--- src/rtl/tflag_alu_pkg.sv ---
package tflag_alu_pkg;
  typedef enum logic [4:0] {
    OP_NOP   = 5'd0,
    OP_ADD   = 5'd1,
    OP_ADDC  = 5'd2,
    OP_ADDV  = 5'd3,
    OP_SUB   = 5'd4,
    OP_SUBC  = 5'd5,
    OP_SUBV  = 5'd6,
    OP_NEG   = 5'd7,
    OP_NEGC  = 5'd8,
    OP_EQ    = 5'd9,
    OP_HS    = 5'd10,
    OP_GE    = 5'd11,
    OP_HI    = 5'd12,
    OP_GT    = 5'd13,
    OP_PL    = 5'd14,
    OP_PZ    = 5'd15,
    OP_EQI   = 5'd16,
    OP_BYTE  = 5'd17,
    OP_TST   = 5'd18,
    OP_TSTI  = 5'd19,
    OP_DT    = 5'd20,
    OP_CLRT  = 5'd21,
    OP_SETT  = 5'd22
  } alu_op_e;

  typedef struct packed {
    logic sub;
    logic use_t;
    logic zero_a;
    logic one_b;
  } addsub_ctl_t;
endpackage

--- src/rtl/tflag_addsub.sv ---
module tflag_addsub #(
  parameter int W = 32
) (
  input  logic [W-1:0] a,
  input  logic [W-1:0] b,
  input  logic         sub,
  input  logic         cin,
  output logic [W-1:0] sum,
  output logic         cy_bw,
  output logic         ovf
);
  logic [W-1:0] b_eff;
  logic         c_eff;
  logic [W:0]   full;

  always_comb begin
    b_eff = sub ? ~b : b;
    c_eff = sub ? ~cin : cin;
    full  = {1'b0, a} + {1'b0, b_eff} + {{W{1'b0}}, c_eff};
    sum   = full[W-1:0];
    cy_bw = sub ? ~full[W] : full[W];
    ovf   = (a[W-1] == b_eff[W-1]) && (sum[W-1] != a[W-1]);
  end
endmodule

--- src/rtl/tflag_compare.sv ---
module tflag_compare #(
  parameter int W = 32
) (
  input  logic [W-1:0] rn,
  input  logic [W-1:0] rm,
  input  logic [7:0]   imm8,
  output logic         eq,
  output logic         hs,
  output logic         hi,
  output logic         ge,
  output logic         gt,
  output logic         pl,
  output logic         pz,
  output logic         eq_imm,
  output logic         byte_hit,
  output logic         and_zero,
  output logic         and_imm_zero
);
  localparam int LANES = W / 8;

  logic [LANES-1:0] lane_eq;
  logic [W-1:0]     imm_sx;
  logic [W-1:0]     imm_zx;

  for (genvar i = 0; i < LANES; i++) begin : g_lane
    assign lane_eq[i] = (rn[8*i +: 8] == rm[8*i +: 8]);
  end

  always_comb begin
    imm_sx       = {{(W-8){imm8[7]}}, imm8};
    imm_zx       = {{(W-8){1'b0}}, imm8};
    eq           = (rn == rm);
    hs           = (rn >= rm);
    hi           = (rn > rm);
    ge           = ($signed(rn) >= $signed(rm));
    gt           = ($signed(rn) > $signed(rm));
    pz           = ~rn[W-1];
    pl           = ~rn[W-1] && (rn != '0);
    eq_imm       = (rn == imm_sx);
    byte_hit     = |lane_eq;
    and_zero     = ((rn & rm) == '0);
    and_imm_zero = ((rn & imm_zx) == '0);
  end
endmodule

--- src/rtl/tflag_alu.sv ---
module tflag_alu
  import tflag_alu_pkg::*;
#(
  parameter int W = 32
) (
  input  logic         clk,
  input  logic         rst,
  input  logic [4:0]   op_sel,
  input  logic [W-1:0] rn,
  input  logic [W-1:0] rm,
  input  logic [7:0]   imm8,
  output logic [W-1:0] res_q,
  output logic         wr_q,
  output logic         t_q
);
  alu_op_e     op;
  addsub_ctl_t ctl;
  logic [W-1:0] as_a, as_b, as_sum;
  logic         as_cy, as_ovf;
  logic         c_eq, c_hs, c_hi, c_ge, c_gt, c_pl, c_pz;
  logic         c_eqi, c_byte, c_andz, c_andiz;
  logic [W-1:0] nxt_res;
  logic         nxt_wr, nxt_t;

  assign op = alu_op_e'(op_sel);

  always_comb begin
    ctl = '0;
    case (op)
      OP_ADDC:                   ctl.use_t = 1'b1;
      OP_SUB, OP_SUBV:           ctl.sub   = 1'b1;
      OP_SUBC: begin             ctl.sub   = 1'b1; ctl.use_t = 1'b1; end
      OP_NEG:  begin             ctl.sub   = 1'b1; ctl.zero_a = 1'b1; end
      OP_NEGC: begin
        ctl.sub = 1'b1; ctl.zero_a = 1'b1; ctl.use_t = 1'b1;
      end
      OP_DT:   begin             ctl.sub   = 1'b1; ctl.one_b = 1'b1; end
      default: ctl = '0;
    endcase
    as_a = ctl.zero_a ? '0 : rn;
    as_b = ctl.one_b ? {{(W-1){1'b0}}, 1'b1} : rm;
  end

  tflag_addsub #(.W(W)) u_addsub (
    .a     (as_a),
    .b     (as_b),
    .sub   (ctl.sub),
    .cin   (ctl.use_t & t_q),
    .sum   (as_sum),
    .cy_bw (as_cy),
    .ovf   (as_ovf)
  );

  tflag_compare #(.W(W)) u_cmp (
    .rn           (rn),
    .rm           (rm),
    .imm8         (imm8),
    .eq           (c_eq),
    .hs           (c_hs),
    .hi           (c_hi),
    .ge           (c_ge),
    .gt           (c_gt),
    .pl           (c_pl),
    .pz           (c_pz),
    .eq_imm       (c_eqi),
    .byte_hit     (c_byte),
    .and_zero     (c_andz),
    .and_imm_zero (c_andiz)
  );

  always_comb begin
    nxt_res = '0;
    nxt_wr  = 1'b0;
    nxt_t   = t_q;
    case (op)
      OP_ADD, OP_SUB, OP_NEG: begin
        nxt_res = as_sum; nxt_wr = 1'b1;
      end
      OP_ADDC, OP_SUBC, OP_NEGC: begin
        nxt_res = as_sum; nxt_wr = 1'b1; nxt_t = as_cy;
      end
      OP_ADDV, OP_SUBV: begin
        nxt_res = as_sum; nxt_wr = 1'b1; nxt_t = as_ovf;
      end
      OP_DT: begin
        nxt_res = as_sum; nxt_wr = 1'b1; nxt_t = (as_sum == '0);
      end
      OP_EQ:   nxt_t = c_eq;
      OP_HS:   nxt_t = c_hs;
      OP_GE:   nxt_t = c_ge;
      OP_HI:   nxt_t = c_hi;
      OP_GT:   nxt_t = c_gt;
      OP_PL:   nxt_t = c_pl;
      OP_PZ:   nxt_t = c_pz;
      OP_EQI:  nxt_t = c_eqi;
      OP_BYTE: nxt_t = c_byte;
      OP_TST:  nxt_t = c_andz;
      OP_TSTI: nxt_t = c_andiz;
      OP_CLRT: nxt_t = 1'b0;
      OP_SETT: nxt_t = 1'b1;
      default: ;
    endcase
  end

  always_ff @(posedge clk) begin
    if (rst) begin
      res_q <= '0;
      wr_q  <= 1'b0;
      t_q   <= 1'b0;
    end else begin
      res_q <= nxt_res;
      wr_q  <= nxt_wr;
      t_q   <= nxt_t;
    end
  end

  AST_RESET_CLEARS: assert property (@(posedge clk)
    rst |=> (!t_q && !wr_q && res_q == '0));

  AST_IDLE_HOLDS_T: assert property (@(posedge clk) disable iff (rst)
    (op_sel == 5'd0 || op_sel > 5'd22) |=> (!wr_q && t_q == $past(t_q)));

  AST_PLAIN_KEEPS_T: assert property (@(posedge clk) disable iff (rst)
    (op_sel == 5'd1 || op_sel == 5'd4 || op_sel == 5'd7) |=> (wr_q && t_q == $past(t_q)));

  AST_CMP_NO_WRITE: assert property (@(posedge clk) disable iff (rst)
    (op_sel >= 5'd9 && op_sel <= 5'd19) |=> (!wr_q && res_q == '0));

  AST_HI_IMPLIES_HS: assert property (@(posedge clk) disable iff (rst)
    c_hi |-> (c_hs && !c_eq));

  AST_GT_IMPLIES_GE: assert property (@(posedge clk) disable iff (rst)
    c_gt |-> c_ge);

  AST_PL_IMPLIES_PZ: assert property (@(posedge clk) disable iff (rst)
    c_pl |-> c_pz);

  AST_DT_HITS_ZERO: assert property (@(posedge clk) disable iff (rst)
    (op_sel == 5'd20 && rn == {{(W-1){1'b0}}, 1'b1}) |=> (t_q && wr_q && res_q == '0));

  AST_SETT: assert property (@(posedge clk) disable iff (rst)
    (op_sel == 5'd22) |=> (t_q && !wr_q));

  AST_CLRT: assert property (@(posedge clk) disable iff (rst)
    (op_sel == 5'd21) |=> (!t_q && !wr_q));
endmodule

--- config.mk ---
export PLATFORM = sky130hd
export DESIGN_NAME = tflag_alu
export DESIGN_NICKNAME = d
export VERILOG_FILES = /design/src/rtl/tflag_alu_pkg.sv /design/src/rtl/tflag_addsub.sv /design/src/rtl/tflag_compare.sv /design/src/rtl/tflag_alu.sv
export SDC_FILE = /design/constraint.sdc
export NUM_CORES = 1
export LEC_CHECK = 0
export ABC_AREA = 1
export BUFFER_PORTS_ARGS = -buffer_cell sky130_fd_sc_hd__clkbuf_2
export CELL_PAD_IN_SITES_DETAIL_PLACEMENT = 0
export CELL_PAD_IN_SITES_GLOBAL_PLACEMENT = 1
export CORE_ASPECT_RATIO = 1.25
export CORE_MARGIN = 2
export CORE_UTILIZATION = 43
export CTS_BUF_LIST = sky130_fd_sc_hd__clkbuf_16
export DETAILED_ROUTE_END_ITERATION = 7
export PLACE_DENSITY = 0.89
export SLEW_MARGIN = 40
export SYNTH_ARGS = -nofsm -noshare
export SYNTH_HDL_FRONTEND = slang
export SYNTH_HIERARCHICAL = 1
export SYNTH_SLANG_ARGS = --single-unit
--- constraint.sdc ---
create_clock -name clk -period 7.7 [get_ports clk]
set_input_delay 0 -clock clk [delete_from_list [all_inputs] [get_ports clk]]
set_output_delay 0 -clock clk [all_outputs]
set_load 0.02 [all_outputs]
# Word level (Yosys, flattened, before mapping)

Index checks and enable logic that the tools add are counted.

$add $sub $neg: 2
Magnitude comparators: 4
Equal/unequal tests: 30
Muxes and demuxes: 11
Bitwise operators: 8
Reductions and logical operators: 14

Operator list:

| kind               | count |
|---|---|
| $logic_not 32->1   | 3 |
| $mux 32            | 3 |
| $eq 32x32->1       | 2 |
| $ge 32x32->1       | 2 |
| $gt 32x32->1       | 2 |
| $eq 5x4->1 const B | 8 |
| $eq 5x5->1 const B | 7 |
| $add 32x32->33     | 1 |
| $add 33x1->33      | 1 |
| $and 32x32->32     | 1 |
| $and 32x8->32      | 1 |
| $eq 8x8->1         | 4 |
| $not 32->32        | 1 |
| $reduce_bool 32->1 | 1 |
| $eq 5x3->1 const B | 4 |
| $pmux 1 s16        | 1 |
| $reduce_bool 16->1 | 1 |
| $eq 5x2->1 const B | 2 |
| $reduce_or 9->1    | 1 |
| $mux 1             | 7 |
| $reduce_or 2->1    | 3 |
| $reduce_or 6->1    | 1 |
| $eq 5x1->1 const B | 1 |
| $not 1->1          | 4 |
| other kinds (6)    | 7 |

Register bits after elaboration: 34
Word-level logic and storage cells: 72

# Longest topological paths before layout

Depth in word-level cells: 10
Gate-level depth with buffers: 32

# By module

Netlist, hierarchy kept.

By module, submodules not included:

| module        | instances | cells each | area each (um^2) |
|---|---|---|---|
| tflag_addsub  | 1         | 461        | 2587.5 |
| tflag_alu     | 1         | 381        | 2133.3 |
| tflag_compare | 1         | 268        | 1825.5 |

# Worst setup path before layout

No wires, ideal clock.

Path kind: input -> register
From: in op_sel[1]
To: reg t_q
Data arrival time: 3.292 ns
Required time: 7.636 ns
Setup slack: 4.345 ns
Stages: 31
Path buffers: 3
Path through: buf_6 -> clkinv_2 -> nand2_1 -> nor2_2 -> nor3_1 -> nand2_1 -> buf_2 -> buf_2 -> xor2_1 -> fa_1 -> fa_1 -> nand2_1 -> nand2_1 -> and2_4 -> nand2_4 -> nand2_4 -> nand2_2 -> nand2_4 -> nand2_2 -> nand2_1 -> nand2_1 -> nand2_1 -> nor2_1 -> nand3_1 -> nor2_1 -> nand2_1 -> nor2_1 -> nor2_1 -> nand2_1 -> nor2_1 -> nor2_1

RTL lines:

| item                 | RTL line         | source |
|---|---|---|
| start, declared      | tflag_alu.sv:8   | `input logic [4:0] op_sel,` |
| end signal, assigned | tflag_alu.sv:113 | `t_q <= nxt_t;` |
| end, declared        | tflag_alu.sv:14  | `output logic t_q` |

==> results by group <==
Run status
  – Outcome: complete, no violations

STA
  – Worst slew pin tran: 0.551 ns
  – Post-route minimum period: 3.90 ns
  – Crit share post-route: 50.6%
  – Final-report max-slew violation count: 0
  – Skew final: 0.0113 ns
  – Worst slew margin: 63.3%
  – Fin Hold WS: roughly 0.048 ns
  – Final Hold Vio Count: 0
  – TNS Setup: 0 ns
  – RSZ-0062 raised after global routing: no
  – Fmax achieved: 257 MHz
  – Final setup fails: 0

CTS
  – CTS tree: yes
  – CTS Hold Buffers Added: 0
  – CTS resizes: 0
  – CTS Sinks: 34
  – # Post-CTS Setup Buffers: 0
  – Clk buf depth: 2
  – Clock-pin slew on the worst setup and hold paths: 0.06 ns
  – Root Buffer: clkbuf_16
  – Total CTS buffers: 5
  – Skew-Pair Late Insertion Delay: around 0.28 ns
  – H-tree Lvls: 2

Floorplan
  – Die width: 114 microns
  – Die Area: 0.0162 sq mm
  – Area of the core: ~0.015 sq mm
  – Die extent in y: approximately 140 microns
  – Initial Util: 43.8%
  – # rows: 50
  – Top Ports: 113

Cells and area
  – Layout Nets: 1402
  – Layout fillers: 1678
  – Final Cell Area: 0.00740 sq mm
  – Area delta synth->final: 13.1%
  – Layout cells sized above 1: about 17%
  – # diodes: 0

Yosys
  – Synth area leaders: ha_1 20%, nand2_1 14%, inv_1 13%, dfxtp_1 10%, nor2_1 10%
  – Synthesized area per cell: between 5 and 6 sq um
  – Mapped Cells: 1110
  – Seq/Total Area, Yosys: 10.4%
  – Synth Flop Type: dfxtp_1
  – Cell variety after synth: 38
  – Synth Cell Area: roughly 0.0065 sq mm
  – Synth warnings: 6
  – Post-synth top cells: 242 x nand2_1, 230 x inv_1, 176 x nor2_1, 103 x ha_1, 52 x nand3_1
  – Post-synth EDFFs: 0
  – Most frequent cell after synthesis: nand2_1
  – Ys async rst share: 0%
  – Top cell type by total area after synthesis: ha_1
  – Synth Net Count: 1294
  – FF+latch count, synth: 34
  – Synth top area share: 19.7%

Route
  – WL per Instance: 13.3 microns
  – Via-per-instance ratio: 4.75
  – Initial DRC count: between 200 and 300
  – Final wirelength: 18600 microns
  – Vias: roughly 6.7k
  – Detailed Routing Iterations Pass 1: 5
  – ANT nets after route: 0
  – # DRC: 0

Critical path
  – Worst path most repeated cell: nand2_1
  – Crit path capture type: flip-flop
  – Crit path max fanout: 36
  – Reg2reg setup slack: around 4.5 ns
  – CP arrival: 4.12 ns
  – Worst path required time: 7.92 ns
  – CP max stage cell: fa_1
  – CP peak stage delay: about 0.5 ns
  – Crit Path Class: input port to flip-flop
  – Crit path launch type: input port

Worst hold path
  – Hold crit path type: input port to flip-flop

Run
  – Max-cap viol count: 0

Place
  – IO buf count: 112
  – DP Wirelength: 16200 microns
  – Area of placed instances: ~0.0073 sq mm
  – Routability cong.: around 0.94

Global routing
  – Initial antenna violation count: 0
  – Vias in the first global route: 6190
  – Remaining Overflow, GRT: 0
  – Total GRT Usage: between 20% and 30%
  – First-pass GRT wire length: 29800 microns
  – Largest net degree at the start of global routing: 37

Pwr
  – P_leak: 4.58 nW
  – Total power: 0.00103 W
  – Pwr Density: 139 mW/mm^2
  – Maximum vdd ir drop: 0.0743 mV
per-layer routing:
metal | wire, microns | vias up | global-route usage, %
met5 | 0 | - | 0
met4 | 604 | 0 | 8.28
met3 | 492 | 31 | 1.87
li1 | - | 3605 | -
met1 | 8580 | 2889 | 29.1
met2 | 8900 | 129 | 40.6
kinds of logic (layout without fill, tap and decap cells):
kind of cell,Yosys count,after routing,synth area share [%]
xor gates and xnor gates,51,51,6.82
DFF,34,34,10.4
and+or+nand+nor,586,586,40.4
adders and majority gates,105,105,20.3
buffers and inverters,260,368,15.5
AOI/OAI and AO/OA,74,74,6.57
layout by cell type, fill, tap and decap left out, types with 3 or more instances in the layout:
cell and n:
nor3_1 7, nor2_2 23, o21ai_1 4, nand2_2 23, a21o_1 4, inv_2 13, o21ai_0 9, nor3_2 3
a21oi_1 39, o21bai_1 7, nand3_2 3, o21a_1 3, ha_1 103, dfxtp_1 34, nor2_4 4, clkinv_2 3
nand2_4 7, clkbuf_2 112, nand3_1 52, inv_1 230, nand4_1 17, a21oi_2 5, xor2_1 51, nand2_1 242
nor2_1 176, nor4_1 19, clkbuf_16 5, and2_1 4, buf_4 3
worst max-delay path, delay by kind of cell:
kind | cells | cell delay [ns]
XOR/XNOR | 1 | 0.17
buffers and inverters | 4 | 1.04
AND/OR/NAND/NOR | 24 | 1.95
adder cells (fa/ha/maj) | 2 | 0.94
flip-flops by register name, summed over array words and instances (netlist names):
| register | cells |
|---|---|
| res_q | 32 |
| t_q | 1 |
| wr_q | 1 |
through the flow:
stage | worst slack, ns | util, % | instances
final | 3.80 | 49.5 | 1400
after global routing | 3.32 | 49.5 | 1400
after CTS | 3.78 | 49.5 | 1400
after detailed placement | 3.49 | 48.6 | 1393
after global placement | 3.62 | 48.6 | 1393
after floorplan | 4.34 | - | 1110
where the power goes:
part           internal (W)  total, W  switching, W
Sequential         0.000191  0.000196    0.00000444
Clock              0.000116  0.000183     0.0000672
Combinational      0.000223  0.000649      0.000426
Total              0.000531   0.00103      0.000498
final timing paths:
path              cells after the start               end              from
setup / recovery                     31  t_q$_SDFFE_PP0P_         op_sel[1]
hold / removal                        4  t_q$_SDFFE_PP0P_               rst
setup reg to reg                     25  t_q$_SDFFE_PP0P_  t_q$_SDFFE_PP0P_
hold reg to reg                       6  t_q$_SDFFE_PP0P_  t_q$_SDFFE_PP0P_
cell type report:
type / count / area, sq um / area share, %
multi-input combinational: 816 / 4850 / 65.5
inverter: 246 / 925 / 12.5
tap: 182 / 228 / 3.08
timing repair buffer: 115 / 583 / 7.87
clock buffer: 5 / 125 / 1.69
clock inverter: 2 / 10.0 / 0.135
sequential: 34 / 681 / 9.19
Note: power is estimated with default switching activity, not from simulation.
